## config.mk

```make
export PLATFORM = sky130hd
export DESIGN_NAME = irq_prio_ctrl
export DESIGN_NICKNAME = d
export VERILOG_FILES = /design/src/rtl/irq_prio_pkg.sv /design/src/rtl/irq_prio_dp.sv /design/src/rtl/irq_prio_ctl.sv /design/src/rtl/irq_prio_ctrl.sv
export SDC_FILE = /design/constraint.sdc
export NUM_CORES = 1
export LEC_CHECK = 0
export BUFFER_PORTS_ARGS = -buffer_cell sky130_fd_sc_hd__buf_2
export CAP_MARGIN = 15
export CORE_ASPECT_RATIO = 1.5
export CORE_MARGIN = 10
export CORE_UTILIZATION = 48
export CTS_BUF_LIST = sky130_fd_sc_hd__clkbuf_8
export CTS_CLUSTER_DIAMETER = 150
export DETAILED_ROUTE_END_ITERATION = 8
export PLACE_DENSITY = 0.67
export SETUP_SLACK_MARGIN = 0.5
export SLEW_MARGIN = 0
export SYNTH_ARGS = -nofsm -noshare
export SYNTH_HDL_FRONTEND = slang
export SYNTH_HIERARCHICAL = 1
export SYNTH_SLANG_ARGS = --single-unit
```

## constraint.sdc

```tcl
create_clock -name clk -period 4.8 [get_ports clk]
set_input_delay 0.96 -clock clk [delete_from_list [all_inputs] [get_ports clk]]
set_output_delay 0.96 -clock clk [all_outputs]
set_load 0.05 [all_outputs]
```

## src/rtl/irq_prio_pkg.sv

```systemverilog
package irq_prio_pkg;
  localparam int NUM_GROUPS = 6;
  localparam int NUM_SRC    = 11;
  localparam int NUM_EXT    = 7;
  localparam int NUM_LVL    = 4;
  localparam int IDX_W      = $clog2(NUM_SRC);
  localparam int LVL_W      = $clog2(NUM_LVL);
  localparam int ADDR_W     = 3;
  localparam int DATA_W     = 8;
  localparam int SRC_STICKY = 10;

  localparam logic [ADDR_W-1:0] A_EN_LO   = 3'd0;
  localparam logic [ADDR_W-1:0] A_EN_HI   = 3'd1;
  localparam logic [ADDR_W-1:0] A_FLG_LO  = 3'd2;
  localparam logic [ADDR_W-1:0] A_FLG_HI  = 3'd3;
  localparam logic [ADDR_W-1:0] A_PRIO_LO = 3'd4;
  localparam logic [ADDR_W-1:0] A_PRIO_HI = 3'd5;
  localparam logic [ADDR_W-1:0] A_POL     = 3'd6;
  localparam logic [ADDR_W-1:0] A_WAKE    = 3'd7;

  // pins inverted ahead of a rising-edge detector (ext0, ext1, ext5, ext6)
  localparam logic [NUM_EXT-1:0] FIXED_INV = 7'b1100011;

  typedef struct packed {
    logic             ackClr;
    logic [IDX_W-1:0] ackIdx;
  } ctlStrobe_t;
endpackage

```

## src/rtl/irq_prio_dp.sv

```systemverilog
module irq_prio_dp
  import irq_prio_pkg::*;
(
  input  logic                             clk,
  input  logic                             rstN,
  input  logic                             wrEn,
  input  logic [ADDR_W-1:0]                wrAddr,
  input  logic [DATA_W-1:0]                wrData,
  input  logic [ADDR_W-1:0]                rdAddr,
  output logic [DATA_W-1:0]                rdData,
  input  logic [NUM_EXT-1:0]               extPin,
  input  logic                             tmr0Evt,
  input  logic                             tmr1Evt,
  input  logic                             ser0Evt,
  input  logic                             ser1Evt,
  input  logic                             xferEvt,
  input  logic                             pbPress,
  input  logic                             autoWake,
  input  ctlStrobe_t                       strb,
  output logic [NUM_SRC-1:0]               pendReq,
  output logic [NUM_SRC-1:0][LVL_W-1:0]    srcLevel
);
  logic [NUM_SRC-1:0]    enReg, flagReg, flagNxt, setVec;
  logic                  xferEn, xferFlag, pbFlag, awFlag;
  logic [NUM_GROUPS:0]   prioLo;
  logic [NUM_GROUPS-1:0] prioHi;
  logic [1:0]            polSel;
  logic [NUM_EXT-1:0]    extInt, extPrev, extEdge;

  // polarity stage: pins 2 and 3 programmable, the others fixed
  for (genvar p = 0; p < NUM_EXT; p++) begin : g_pol
    if (p == 2 || p == 3) begin : g_prog
      assign extInt[p] = polSel[p-2] ? extPin[p] : ~extPin[p];
    end else begin : g_fixed
      assign extInt[p] = extPin[p] ^ FIXED_INV[p];
    end
  end
  assign extEdge = extInt & ~extPrev;

  // event-to-source mapping: index = 2*group + slot
  assign setVec = {extEdge[6], extEdge[5], ser0Evt, extEdge[4], tmr1Evt,
                   extEdge[3], extEdge[1], extEdge[2], tmr0Evt, ser1Evt,
                   extEdge[0]};

  always_comb begin
    flagNxt = flagReg;
    if (wrEn && wrAddr == A_FLG_LO) flagNxt[7:0]  = wrData;
    if (wrEn && wrAddr == A_FLG_HI) flagNxt[10:8] = wrData[2:0];
    for (int i = 0; i < NUM_SRC; i++)
      if (strb.ackClr && strb.ackIdx == IDX_W'(i) && i != SRC_STICKY)
        flagNxt[i] = 1'b0;
    flagNxt = flagNxt | setVec;
  end

  always_ff @(posedge clk) begin
    if (!rstN) begin
      enReg    <= '0;
      flagReg  <= '0;
      xferEn   <= 1'b0;
      xferFlag <= 1'b0;
      pbFlag   <= 1'b0;
      awFlag   <= 1'b0;
      prioLo   <= '0;
      prioHi   <= '0;
      polSel   <= '0;
      extPrev  <= '0;
    end else begin
      extPrev <= extInt;
      flagReg <= flagNxt;
      if (wrEn && wrAddr == A_EN_LO) enReg[7:0] <= wrData;
      if (wrEn && wrAddr == A_EN_HI) begin
        enReg[10:8] <= wrData[2:0];
        xferEn      <= wrData[3];
      end
      if (wrEn && wrAddr == A_PRIO_LO) prioLo <= wrData[NUM_GROUPS:0];
      if (wrEn && wrAddr == A_PRIO_HI) prioHi <= wrData[NUM_GROUPS-1:0];
      if (wrEn && wrAddr == A_POL)     polSel <= wrData[1:0];
      xferFlag <= ((wrEn && wrAddr == A_FLG_HI) ? wrData[3] : xferFlag) | xferEvt;
      pbFlag   <= ((wrEn && wrAddr == A_WAKE) ? (pbFlag & wrData[0]) : pbFlag) | pbPress;
      awFlag   <= ((wrEn && wrAddr == A_WAKE) ? (awFlag & wrData[1]) : awFlag) | autoWake;
    end
  end

  for (genvar s = 0; s < NUM_SRC; s++) begin : g_src
    assign srcLevel[s] = {prioHi[s/2], prioLo[s/2]};
    if (s == SRC_STICKY) begin : g_sticky
      assign pendReq[s] = enReg[s] & (flagReg[s] | (xferFlag & xferEn));
    end else begin : g_plain
      assign pendReq[s] = enReg[s] & flagReg[s];
    end
  end

  always_comb begin
    case (rdAddr)
      A_EN_LO:   rdData = enReg[7:0];
      A_EN_HI:   rdData = {4'b0, xferEn, enReg[10:8]};
      A_FLG_LO:  rdData = flagReg[7:0];
      A_FLG_HI:  rdData = {4'b0, xferFlag, flagReg[10:8]};
      A_PRIO_LO: rdData = {1'b0, prioLo};
      A_PRIO_HI: rdData = {2'b0, prioHi};
      A_POL:     rdData = {6'b0, polSel};
      default:   rdData = {6'b0, awFlag, pbFlag};
    endcase
  end
endmodule

```

## src/rtl/irq_prio_ctl.sv

```systemverilog
module irq_prio_ctl
  import irq_prio_pkg::*;
(
  input  logic                          clk,
  input  logic                          rstN,
  input  logic [NUM_SRC-1:0]            pendReq,
  input  logic [NUM_SRC-1:0][LVL_W-1:0] srcLevel,
  input  logic                          vecAck,
  input  logic                          retStrobe,
  output logic                          vecValid,
  output logic [IDX_W-1:0]              vecIdx,
  output logic [LVL_W-1:0]              vecLevel,
  output ctlStrobe_t                    strb
);
  logic [NUM_LVL-1:0] activeMask;
  logic [LVL_W-1:0]   curLevel;
  logic               anyActive, found;

  // highest level first, then lowest index within that level
  always_comb begin
    found    = 1'b0;
    vecIdx   = '0;
    vecLevel = '0;
    for (int lvl = NUM_LVL - 1; lvl >= 0; lvl--)
      for (int i = 0; i < NUM_SRC; i++)
        if (!found && pendReq[i] && srcLevel[i] == LVL_W'(lvl)) begin
          found    = 1'b1;
          vecIdx   = IDX_W'(i);
          vecLevel = LVL_W'(lvl);
        end
  end

  always_comb begin
    curLevel = '0;
    for (int lvl = 0; lvl < NUM_LVL; lvl++)
      if (activeMask[lvl]) curLevel = LVL_W'(lvl);
  end
  assign anyActive = |activeMask;

  assign vecValid    = found && (!anyActive || vecLevel > curLevel);
  assign strb.ackClr = vecAck && vecValid;
  assign strb.ackIdx = vecIdx;

  always_ff @(posedge clk) begin
    if (!rstN) begin
      activeMask <= '0;
    end else begin
      for (int lvl = 0; lvl < NUM_LVL; lvl++) begin
        if (strb.ackClr && vecLevel == LVL_W'(lvl))
          activeMask[lvl] <= 1'b1;
        else if (retStrobe && anyActive && curLevel == LVL_W'(lvl))
          activeMask[lvl] <= 1'b0;
      end
    end
  end
endmodule

```

## src/rtl/irq_prio_ctrl.sv

```systemverilog
module irq_prio_ctrl
  import irq_prio_pkg::*;
(
  input  logic              clk,
  input  logic              rstN,
  input  logic              wrEn,
  input  logic [2:0]        wrAddr,
  input  logic [7:0]        wrData,
  input  logic [2:0]        rdAddr,
  output logic [7:0]        rdData,
  input  logic [6:0]        extPin,
  input  logic              tmr0Evt,
  input  logic              tmr1Evt,
  input  logic              ser0Evt,
  input  logic              ser1Evt,
  input  logic              xferEvt,
  input  logic              pbPress,
  input  logic              autoWake,
  output logic              vecValid,
  output logic [3:0]        vecIdx,
  output logic [1:0]        vecLevel,
  input  logic              vecAck,
  input  logic              retStrobe
);
  ctlStrobe_t                    strb;
  logic [NUM_SRC-1:0]            pendReq;
  logic [NUM_SRC-1:0][LVL_W-1:0] srcLevel;

  irq_prio_dp u_dp (
    .clk(clk), .rstN(rstN), .wrEn(wrEn), .wrAddr(wrAddr), .wrData(wrData),
    .rdAddr(rdAddr), .rdData(rdData), .extPin(extPin),
    .tmr0Evt(tmr0Evt), .tmr1Evt(tmr1Evt), .ser0Evt(ser0Evt), .ser1Evt(ser1Evt),
    .xferEvt(xferEvt), .pbPress(pbPress), .autoWake(autoWake),
    .strb(strb), .pendReq(pendReq), .srcLevel(srcLevel)
  );

  irq_prio_ctl u_ctl (
    .clk(clk), .rstN(rstN), .pendReq(pendReq), .srcLevel(srcLevel),
    .vecAck(vecAck), .retStrobe(retStrobe),
    .vecValid(vecValid), .vecIdx(vecIdx), .vecLevel(vecLevel), .strb(strb)
  );
endmodule

```

==> flow_metrics.py <==
metrics = {
    "timing": {
        "tightest_slew_ps": 1120,
        "setup_viol": 0,
        "rsz0062_at_grt": "no",
        "slew_headroom": 0.246,
        "max_freq_mhz": 238,
        "hold_viol": 0,
        "setup_ws_ps": 602,
        "fin_tns_setup_ps": 0,
        "drv_slew": 0,
        "finalCriticalPeriod_ps": 4200,
        "fin_crit_sh": 0.875,
        "fin_skew_ps": 8.26,
    },
    "worst_hold_path": {
        "whs_endpoint": "u_dp/flagReg[3]$_SDFF_PN0_",
        "hold_depth": 1,
        "hold_path.startpoint": "u_dp/extPrev[2]$_SDFF_PN0_",
        "min_path_type": "reg -> reg",
    },
    "setup_path": {
        "end_kind": "primary output",
        "slowest_stage": "a211oi_1",
        "worstSetupStartpointType": "flop",
        "cpPeakStageDelay_ps": 400,
        "worstPathArrival_ps": 3240,
        "timing.reg2reg.setup_slack_ps": 900,
        "crit_chain": "a21oi_1 -> nor2b_1 -> nand3_1 -> o211ai_2 -> nor3_4 -> buf_4 -> nand3_1 -> nor3_1 -> a211oi_1 -> nand4_1 -> buf_2",
        "cp.required_ps": 3840,
        "worstReg2RegEnd": "u_dp/flagReg[0]$_SDFF_PN0_",
        "path_common_cell": "nand3_1",
        "path_max_fanout": 7,
        "rr_worst_depth": 18,
        "rr_startpoint": "u_dp/xferFlag$_SDFF_PN0_",
        "path_class": "reg -> out",
    },
    "placement": {
        "dpl_cell_area_um2": 4070,
        "numPortBuffers": 47,
        "dp_hpwl_um": 9480,
        "place.gp.congestion": 0.942,
        "place_ws_ps": 695,
    },
    "synthesis": {
        "ys_async_sr_fraction": 0,
        "syn-num-nets": 509,
        "syn_inst": 474,
        "synth_area_um2": 3920,
        "ys_ff_latch": 52,
        "syn_avg_cell_area_um2": 8.26,
        "synth-edff-count": 0,
        "synth_cell_types": 68,
        "synth-main-ff-cell": "dfxtp_1",
        "yosysWarnings": 6,
        "yosysSeqAreaShare": 0.266,
    },
    "power": {
        "power.net_switching_w": 0.000269,
        "combPwrFrac": 0.169,
        "p_sw_frac": 0.287,
        "ir_worst_vdd_mv": 0.251,
        "power_frac_clock": 0.327,
        "power.density_nw_per_um2": 220,
        "p_seq_frac": 0.504,
        "power_leakage_nw": 1.81,
        "p_int_w": 0.000668,
    },
    "global_route": {
        "grt.overflow.total": 0,
        "grt_usage": 0.196,
        "grt_max_degree": 53,
        "grt_antenna_before_repair": 0,
        "grt_pass1_vias": 3528,
        "grt_pass1_wl_um": 19000,
    },
    "die": {
        "io_pins": 48,
        "start_util": 0.489,
        "die_area_um2": 12200,
        "die_y_um": 131,
        "core.rowCount": 40,
        "coreArea_um2": 8010,
        "die_x_um": 93.8,
    },
    "clocking": {
        "cts_buffers": 5,
        "clk_root_buffer_cell": "clkbuf_8",
        "cts.sinks": 52,
        "cts.path.max_buffers": 2,
        "clk_pin_slew_worst_paths_ps": 90,
        "clk_latency_ps": 320,
        "htree_levels": 2,
        "cts_tree": "done",
    },
    "detailed_routing": {
        "num_vias": 3648,
        "post-route-drc-count": 0,
        "first_iter_violations": 272,
        "viasPerCell": 6.08,
        "routedWlPerCell_um": 20.5,
        "drtPass1Iterations": 5,
        "wl_um": 12300,
        "detail-route-antenna-nets": 0,
    },
    "final_layout": {
        "syn_to_final_growth_pct": 8.94,
        "drive_gt1_frac": 0.220,
        "nNetsFinal": 529,
        "diodes": 0,
        "final_cell_area_um2": 4270,
        "fillerInstances": 788,
    },
    "run": {
        "max_cap_viol_count": 0,
    },
    "run_status": {
        "outcome": "complete, no violations",
    },
}
state kept, by name, indices dropped and copies added, names as in the netlist:
| register | count |
|---|---|
| u_dp/prioHi | 6 |
| u_dp/awFlag | 1 |
| u_dp/polSel | 2 |
| u_dp/prioLo | 7 |
| u_dp/flagReg | 11 |
| u_ctl/activeMask | 4 |
| u_dp/enReg | 11 |
| u_dp/extPrev | 7 |
| u_dp/xferFlag | 1 |
| u_dp/pbFlag | 1 |
| u_dp/xferEn | 1 |
metal layers:
metal / track usage / vias to the layer above / wire length [µm]
li1: - / 1753 / -
met2: 0.367 / 142 / 6590
met4: 0.0852 / 0 / 443
met5: 0 / - / 0
met1: 0.211 / 1719 / 4690
met3: 0.0286 / 34 / 554
cells in the mapped netlist, types with 7 or more instances:
library cell	number	area share
and2_1	15	0.024
nor2b_1	32	0.051
o22ai_1	15	0.024
nor2_1	18	0.017
nand3_1	16	0.020
mux2i_1	30	0.077
nand3b_1	16	0.031
dfxtp_1	52	0.27
clkbuf_1	8	0.0077
nand4_1	7	0.011
buf_4	23	0.044
nand2b_1	9	0.014
a21boi_1	8	0.015
o21ai_0	15	0.019
nand2_1	57	0.055
inv_1	20	0.019
buf_2	8	0.010
a21oi_1	10	0.013
timing repair:
item	4_1_cts	5_1_grt
setup endpoints to repair	3	2
hold buffers	0	0
pin swaps	1	3
gates resized for setup	1	8
setup buffers	3	5
worst max-delay path: cells and delay by family (launching register included):
| kind | cells | cell delay, ps |
|---|---|---|
| AND/OR/NAND/NOR | 6 | 1360 |
| AO/OA/AOI/OAI | 3 | 700 |
| buffers and inverters | 2 | 490 |
| flip-flops | 1 | 370 |
area by class of cell:
cell class	count	area [µm²]	share of cell area
inverter	21	78.8	0.0185
clock inverter	3	42.5	0.00997
multi-input combinational	359	2600	0.609
clock buffer	5	68.8	0.0161
tap	105	131	0.0308
sequential	52	1050	0.245
timing repair buffer	55	302	0.0707
logic make-up after synthesis:
| kind of cell | Yosys count | share of synthesized area |
|---|---|---|
| compound gates | 107 | 0.197 |
| xor+xnor | 2 | 0.00447 |
| fa+ha+maj | 2 | 0.00639 |
| buf+inv | 63 | 0.0907 |
| flops | 52 | 0.266 |
| mux | 35 | 0.0910 |
| simple gates | 213 | 0.345 |
cells in the final DEF, fill, tap and decap left out, drive strengths merged, types with 7 or more instances in the layout:
cell type | synthesis | final
a21boi | 8 | 8
a21oi | 10 | 10
and2 | 15 | 15
buf | 34 | 55
dfxtp | 52 | 52
inv | 21 | 23
mux2i | 30 | 30
nand2 | 57 | 57
nand2b | 9 | 9
nand3 | 19 | 19
nand3b | 19 | 19
nand4 | 10 | 10
nor2 | 18 | 18
nor2b | 32 | 32
o21ai | 18 | 18
o22ai | 15 | 15
or3b | 7 | 7
power groups by stage:
stage / logic (W) / clock network, W / registers [W]
2_1_floorplan: 0.000123 / 0 / 0.000470
3_5_place_dp: 0.000156 / 0 / 0.000481
5_1_grt: 0.000170 / 0.000331 / 0.000474
6_report: 0.000158 / 0.000307 / 0.000472
3_3_place_gp: 0.000154 / 0 / 0.000481
4_1_cts: 0.000157 / 0.000312 / 0.000471
how the worst max path moves through the flow:
stage | from | endpoint | slack (ps) | cells after the start
2_1_floorplan | u_dp/prioLo[4]$_SDFFE_PN0P_ | vecValid | 510 | 12
3_3_place_gp | u_dp/flagReg[0]$_SDFF_PN0_ | vecIdx[0] | 640 | 9
3_5_place_dp | u_dp/flagReg[0]$_SDFF_PN0_ | u_dp/flagReg[0]$_SDFF_PN0_ | 700 | 16
4_1_cts | u_dp/xferFlag$_SDFF_PN0_ | vecValid | 490 | 14
5_1_grt | u_dp/flagReg[0]$_SDFF_PN0_ | vecValid | 510 | 15
6_report | u_dp/xferEn$_SDFFE_PN0P_ | vecIdx[1] | 600 | 11
per-stage QoR:
| step | total power, W | hold WS (ps) | instances | utilization |
|---|---|---|---|---|
| final | 0.000937 | 419 | 600 | 0.533 |
| after global routing | 0.000975 | 448 | 600 | 0.533 |
| after CTS | 0.000940 | 415 | 595 | 0.526 |
| after detailed placement | 0.000637 | 401 | 584 | 0.508 |
| after global placement | 0.000635 | 394 | 584 | 0.508 |
| after floorplan | 0.000594 | 388 | 474 | - |
Power figures use the tool's default switching activity.
